==> config.mk <==
export PLATFORM = sky130hd
export DESIGN_NAME = pwrdn_wdt_ctrl
export DESIGN_NICKNAME = d
export VERILOG_FILES = /design/src/rtl/pdw_pkg.sv /design/src/rtl/pdw_rst_sync.sv /design/src/rtl/pdw_postscale.sv /design/src/rtl/pdw_wdt_count.sv /design/src/rtl/pdw_pm_ctrl.sv /design/src/rtl/pwrdn_wdt_ctrl.sv
export SDC_FILE = /design/constraint.sdc
export NUM_CORES = 1
export LEC_CHECK = 0
export ABC_AREA = 1
export ABC_CLOCK_PERIOD_IN_PS = 1500
export CORE_UTILIZATION = 56
export CTS_BUF_LIST = sky130_fd_sc_hd__clkbuf_16
export DETAILED_ROUTE_END_ITERATION = 6
export PLACE_DENSITY_LB_ADDON = 0.1
export SYNTH_ARGS = -nofsm -noshare
export SYNTH_HDL_FRONTEND = slang
export SYNTH_SLANG_ARGS = --single-unit
==> constraint.sdc <==
create_clock -name clk -period 1.5 [get_ports clk]
set_input_delay 0.15 -clock clk [delete_from_list [all_inputs] [get_ports clk]]
set_output_delay 0.15 -clock clk [all_outputs]
set_load 0.02 [all_outputs]
==> src/rtl/pdw_pkg.sv <==
package pdw_pkg;
  typedef enum logic {
    PM_AWAKE  = 1'b0,
    PM_ASLEEP = 1'b1
  } pm_state_e;
endpackage

==> src/rtl/pdw_rst_sync.sv <==
module pdw_rst_sync #(
  parameter int STAGES = 2
) (
  input  logic clk,
  input  logic rst_n_async,
  output logic rst_n_sync
);
  logic [STAGES-1:0] sync_q;

  always_ff @(posedge clk or negedge rst_n_async) begin
    if (!rst_n_async) sync_q <= '0;
    else              sync_q <= {sync_q[STAGES-2:0], 1'b1};
  end

  assign rst_n_sync = sync_q[STAGES-1];
endmodule

==> src/rtl/pdw_postscale.sv <==
module pdw_postscale #(
  parameter int SEL_W = 3
) (
  input  logic             clk,
  input  logic             rst_n,
  input  logic             tick,
  input  logic             clr,
  input  logic [SEL_W-1:0] sel,
  output logic             adv
);
  localparam int CNT_W = (1 << SEL_W) - 1;

  logic [CNT_W-1:0] ps_q, ps_d, limit;

  // terminal value 2^sel - 1; wrap of the top bit gives all ones for the maximum sel
  assign limit = (CNT_W'(1) << sel) - CNT_W'(1);
  assign adv   = tick & (ps_q == limit);

  always_comb begin
    ps_d = ps_q;
    if (clr)       ps_d = '0;
    else if (tick) ps_d = (ps_q == limit) ? '0 : ps_q + CNT_W'(1);
  end

  always_ff @(posedge clk or negedge rst_n) begin
    if (!rst_n) ps_q <= '0;
    else        ps_q <= ps_d;
  end
endmodule

==> src/rtl/pdw_wdt_count.sv <==
module pdw_wdt_count #(
  parameter int W = 8
) (
  input  logic         clk,
  input  logic         rst_n,
  input  logic         adv,
  input  logic         clr,
  output logic [W-1:0] count,
  output logic         ovf
);
  logic [W-1:0] cnt_q, cnt_d;

  assign ovf   = adv & (&cnt_q);
  assign count = cnt_q;

  always_comb begin
    cnt_d = cnt_q;
    if (clr)      cnt_d = '0;
    else if (adv) cnt_d = cnt_q + W'(1);
  end

  always_ff @(posedge clk or negedge rst_n) begin
    if (!rst_n) cnt_q <= '0;
    else        cnt_q <= cnt_d;
  end
endmodule

==> src/rtl/pdw_pm_ctrl.sv <==
module pdw_pm_ctrl
  import pdw_pkg::*;
(
  input  logic clk,
  input  logic rst_n,
  input  logic sleep_req,
  input  logic wake_req,
  input  logic ovf,
  output logic take_sleep,
  output logic osc_run,
  output logic tmo,
  output logic pdn,
  output logic rst_pulse
);
  pm_state_e st_q, st_d;
  logic      tmo_q, tmo_d, pdn_q, pdn_d, pulse_q, pulse_d;

  assign take_sleep = (st_q == PM_AWAKE) & sleep_req;

  always_comb begin
    st_d    = st_q;
    tmo_d   = tmo_q;
    pdn_d   = pdn_q;
    pulse_d = 1'b0;
    unique case (st_q)
      PM_AWAKE: begin
        if (sleep_req) begin
          st_d  = PM_ASLEEP;
          tmo_d = 1'b1;
          pdn_d = 1'b0;
        end else if (ovf) begin
          pulse_d = 1'b1;
          tmo_d   = 1'b0;
        end
      end
      PM_ASLEEP: begin
        if (ovf) begin
          st_d  = PM_AWAKE;
          tmo_d = 1'b0;
        end else if (wake_req) begin
          st_d = PM_AWAKE;
        end
      end
      default: st_d = PM_AWAKE;
    endcase
  end

  always_ff @(posedge clk or negedge rst_n) begin
    if (!rst_n) begin
      st_q    <= PM_AWAKE;
      tmo_q   <= 1'b1;
      pdn_q   <= 1'b1;
      pulse_q <= 1'b0;
    end else begin
      st_q    <= st_d;
      tmo_q   <= tmo_d;
      pdn_q   <= pdn_d;
      pulse_q <= pulse_d;
    end
  end

  assign osc_run   = (st_q == PM_AWAKE);
  assign tmo       = tmo_q;
  assign pdn       = pdn_q;
  assign rst_pulse = pulse_q;
endmodule

==> src/rtl/pwrdn_wdt_ctrl.sv <==
module pwrdn_wdt_ctrl #(
  parameter int WDT_W  = 8,
  parameter int SEL_W  = 3,
  parameter int SYNC_N = 2
) (
  input  logic             clk,
  input  logic             rst_n,
  input  logic             sleep_req,
  input  logic             wake_req,
  input  logic             wdt_tick,
  input  logic [SEL_W-1:0] ps_sel,
  output logic             osc_run,
  output logic             tmo_flag,
  output logic             pdn_flag,
  output logic [WDT_W-1:0] wdt_value,
  output logic             reset_pulse
);
  logic rst_sync_n;
  logic take_sleep;
  logic ps_adv;
  logic wdt_ovf;

  pdw_rst_sync #(.STAGES(SYNC_N)) u_rst (
    .clk(clk), .rst_n_async(rst_n), .rst_n_sync(rst_sync_n)
  );

  pdw_postscale #(.SEL_W(SEL_W)) u_ps (
    .clk(clk), .rst_n(rst_sync_n), .tick(wdt_tick), .clr(take_sleep),
    .sel(ps_sel), .adv(ps_adv)
  );

  pdw_wdt_count #(.W(WDT_W)) u_wdt (
    .clk(clk), .rst_n(rst_sync_n), .adv(ps_adv), .clr(take_sleep),
    .count(wdt_value), .ovf(wdt_ovf)
  );

  pdw_pm_ctrl u_pm (
    .clk(clk), .rst_n(rst_sync_n), .sleep_req(sleep_req), .wake_req(wake_req),
    .ovf(wdt_ovf), .take_sleep(take_sleep), .osc_run(osc_run),
    .tmo(tmo_flag), .pdn(pdn_flag), .rst_pulse(reset_pulse)
  );
endmodule

==> impl_metrics.py <==
metrics = {
    "status": {
        "outcome": "completed",
    },
    "final_layout": {
        "final_util_pct": 80.1,
        "area_delta_synth_final_pct": 31.8,
        "finalInstanceArea_mm2": 0.00162,
        "layout_common_cells": "nand2_1 (48), nand3_1 (23), inv_1 (19), dfrtp_1 (19), nor2_1 (17)",
        "num_antenna_cells": 0,
        "drive_above_1_share_pct": 12.8,
        "layout.cells.non_filler": 223,
        "layout_commonest_cell": "nand2_1",
        "final_nets": 207,
    },
    "drt": {
        "wl_per_cell_um": 12.8,
        "ant_nets": 0,
        "routed_via_density": 5.33,
        "drc": 0,
        "firstDrtPassIters": 4,
        "drt-total-wl_um": 2850,
        "drt_iter0_markers": 23,
        "vias": 1189,
    },
    "grt": {
        "track_usage_pct": 25.2,
        "grt_pass1_wl_um": 4630,
        "grt_overflow": 0,
        "grt_pass1_vias": 1098,
        "antenna_found_initial": 0,
        "grt_start_max_net_pins": 18,
    },
    "yosys": {
        "ys_seq_elements": 21,
        "synth.area.top_cells": "dfrtp_1 (39%), nand2_1 (15%), nand3_1 (9.8%), inv_1 (5.8%), nor2_1 (5.2%)",
        "synth_area_leader_cell": "dfrtp_1",
        "yosysUniqueCellTypes": 22,
        "syn_inst": 165,
        "yosys_warnings": 0,
        "syn_area_mm2": 0.00123,
        "ys_seq_area_share_pct": 43.0,
        "syn_nets": 175,
        "syn_avg_cell_area_um2": 7.45,
        "synth.top_cell.area_share_pct": 38.7,
    },
    "sta": {
        "post-route-period-util_pct": 98.7,
        "whs_ns": 0.0319,
        "fin_skew_ns": 0.00200,
        "fin_crit_ns": 1.48,
        "timing.fmax_mhz": 676,
        "hold_violations": 0,
        "setup_viol": 0,
        "setup_tns_ns": 0,
        "drv_slew": 0,
        "rsz0062_at_grt": "yes",
    },
    "placement": {
        "placed_cells": 217,
        "gp_congestion": 0.870,
        "hpwl_um": 2040,
        "placed_cell_area_mm2": 0.00150,
        "portBuffers": 19,
    },
    "worst_setup_path": {
        "critPathArrivalTime_ns": 1.33,
        "cp-end-kind": "primary output",
        "path_cells": "clkdlybuf4s50_1",
        "cp.required_ns": 1.35,
        "rr_endpoint": "u_wdt.count[6]",
        "r2r_start": "u_wdt.count[1]",
        "critPathSlowestCell": "clkdlybuf4s50_1",
        "cp.buffers_inverters": 1,
        "rrSetupSlack_ns": 0.06,
        "cp_top_family": "buffers and inverters",
        "cp-start-kind": "register",
        "reg2reg_depth": 7,
        "worstPathMaxFanout": 5,
        "cp_slowest_stage_delay_ns": 0.64,
        "crit_type": "reg -> out",
    },
    "clock_network": {
        "hold_buffers": 0,
        "insertion_delay_ns": 0.26,
        "cts_buffer_depth": 2,
        "cts-buffers-inserted": 3,
        "numClockSinks": 21,
        "cts-htree-levels": 1,
        "cts_tree": "yes",
        "clkTransAtPathRegs_ns": 0.06,
        "cts_root_buf": "clkbuf_16",
    },
    "min_path": {
        "holdCritPathClass": "reg -> async",
    },
    "flow_run": {
        "drv_cap": 0,
    },
    "floorplanning": {
        "pin_count": 20,
        "rows": 16,
        "die_h_um": 48.8,
        "dieArea_mm2": 0.00239,
        "start_util_pct": 60.8,
        "fp.dieW_um": 48.8,
        "coreArea_mm2": 0.00202,
    },
    "power_and_ir_drop": {
        "power_density_mw_per_mm2": 1040,
        "max-vdd-ir-drop_mv": 0.973,
        "p_leak_uw": 0.000845,
    },
}
[cells in the mapped netlist]
cell type and instances:
nor3b_1 2, nor2_1 17, nand2_4 1, ha_1 2, o21ai_0 3, dfstp_2 2
clkbuf_1 1, dfrtp_1 19, nand4_1 5, buf_6 1, inv_2 1, nor2_2 2
nand3_1 24, xor2_1 7, inv_1 19, conb_1 1, a21oi_1 1, nor3_1 5
nand3_4 1, nor2_4 1, nand2_1 48, o22ai_1 2
[layout make-up]
| type | instances | area, um2 |
|---|---|---|
| Inverter | 20 | 75.1 |
| Timing Repair Buffer | 28 | 262 |
| Clock inverter | 1 | 5.00 |
| Clock buffer | 3 | 75.1 |
| Sequential cell | 21 | 528 |
| Multi-Input combinational cell | 123 | 641 |
| Tap cell | 27 | 33.8 |
| Fill cell | 155 | 403 |
[sequential cells by signal (all words and copies together), names as in the netlist]
| name | count |
|---|---|
| u_pm.st_q | 1 |
| u_rst.sync_q | 2 |
| u_ps.ps_q | 7 |
| u_wdt.count | 8 |
| u_pm.pdn | 1 |
| u_pm.rst_pulse | 1 |
| u_pm.tmo | 1 |
[where the power goes]
part	switching [uW]	internal (uW)
Clock	210	358
Sequential	67.0	624
Combinational	250	170
Total	527	1150
[per-stage QoR]
stage                     total power (uW)  setup WS [ns]
after floorplan                        933         0.0974
after global placement                1090         -0.281
after detailed placement              1110         -0.375
after CTS                             1670        0.00763
after global routing                  1750        -0.0531
final                                 1680         0.0201
[how the worst max path moves through the flow]
| stage | startpoint | depth (start not counted) | slack [ns] | to |
|---|---|---|---|---|
| final | u_wdt.count[3] | 1 | 0.02 | wdt_value[3] |
| after global routing | u_wdt.count[1] | 7 | -0.05 | u_wdt.count[6] |
| after CTS | u_wdt.count[5] | 1 | 0.008 | wdt_value[5] |
| after detailed placement | ps_sel[2] | 10 | -0.38 | u_ps.ps_q[3] |
| after global placement | ps_sel[2] | 11 | -0.28 | u_wdt.count[0] |
| after floorplan | u_wdt.count[2] | 7 | 0.1 | u_wdt.count[7] |
[metal layers]
layer,track usage [%],up-vias,routed length (um)
li1,-,593,-
met1,31.4,548,1250
met2,44.4,43,1400
met3,2.80,5,164
met4,9.80,0,34
met5,0,-,0
[timing repair]
action                                 4_1_cts  5_1_grt
setup buffers                                0        1
pin swaps                                    0        2
gates resized for setup                      5        8
endpoints found under the hold margin        0        0
setup endpoints to repair                   19       20
cloned                                       0        1
[logic make-up (layout without fill, tap and decap cells)]
group	after synthesis	after routing	synth area share, %
XOR/XNOR	7	7	4.99
AO/OA/AOI/OAI	6	6	2.65
AND/OR/NAND/NOR	106	107	39.7
adder cells (fa/ha/maj)	2	2	2.04
flip-flops	21	21	43.0
buffers and inverters	22	52	7.33
other	1	1	0.305
Power figures use the tool's default switching activity.
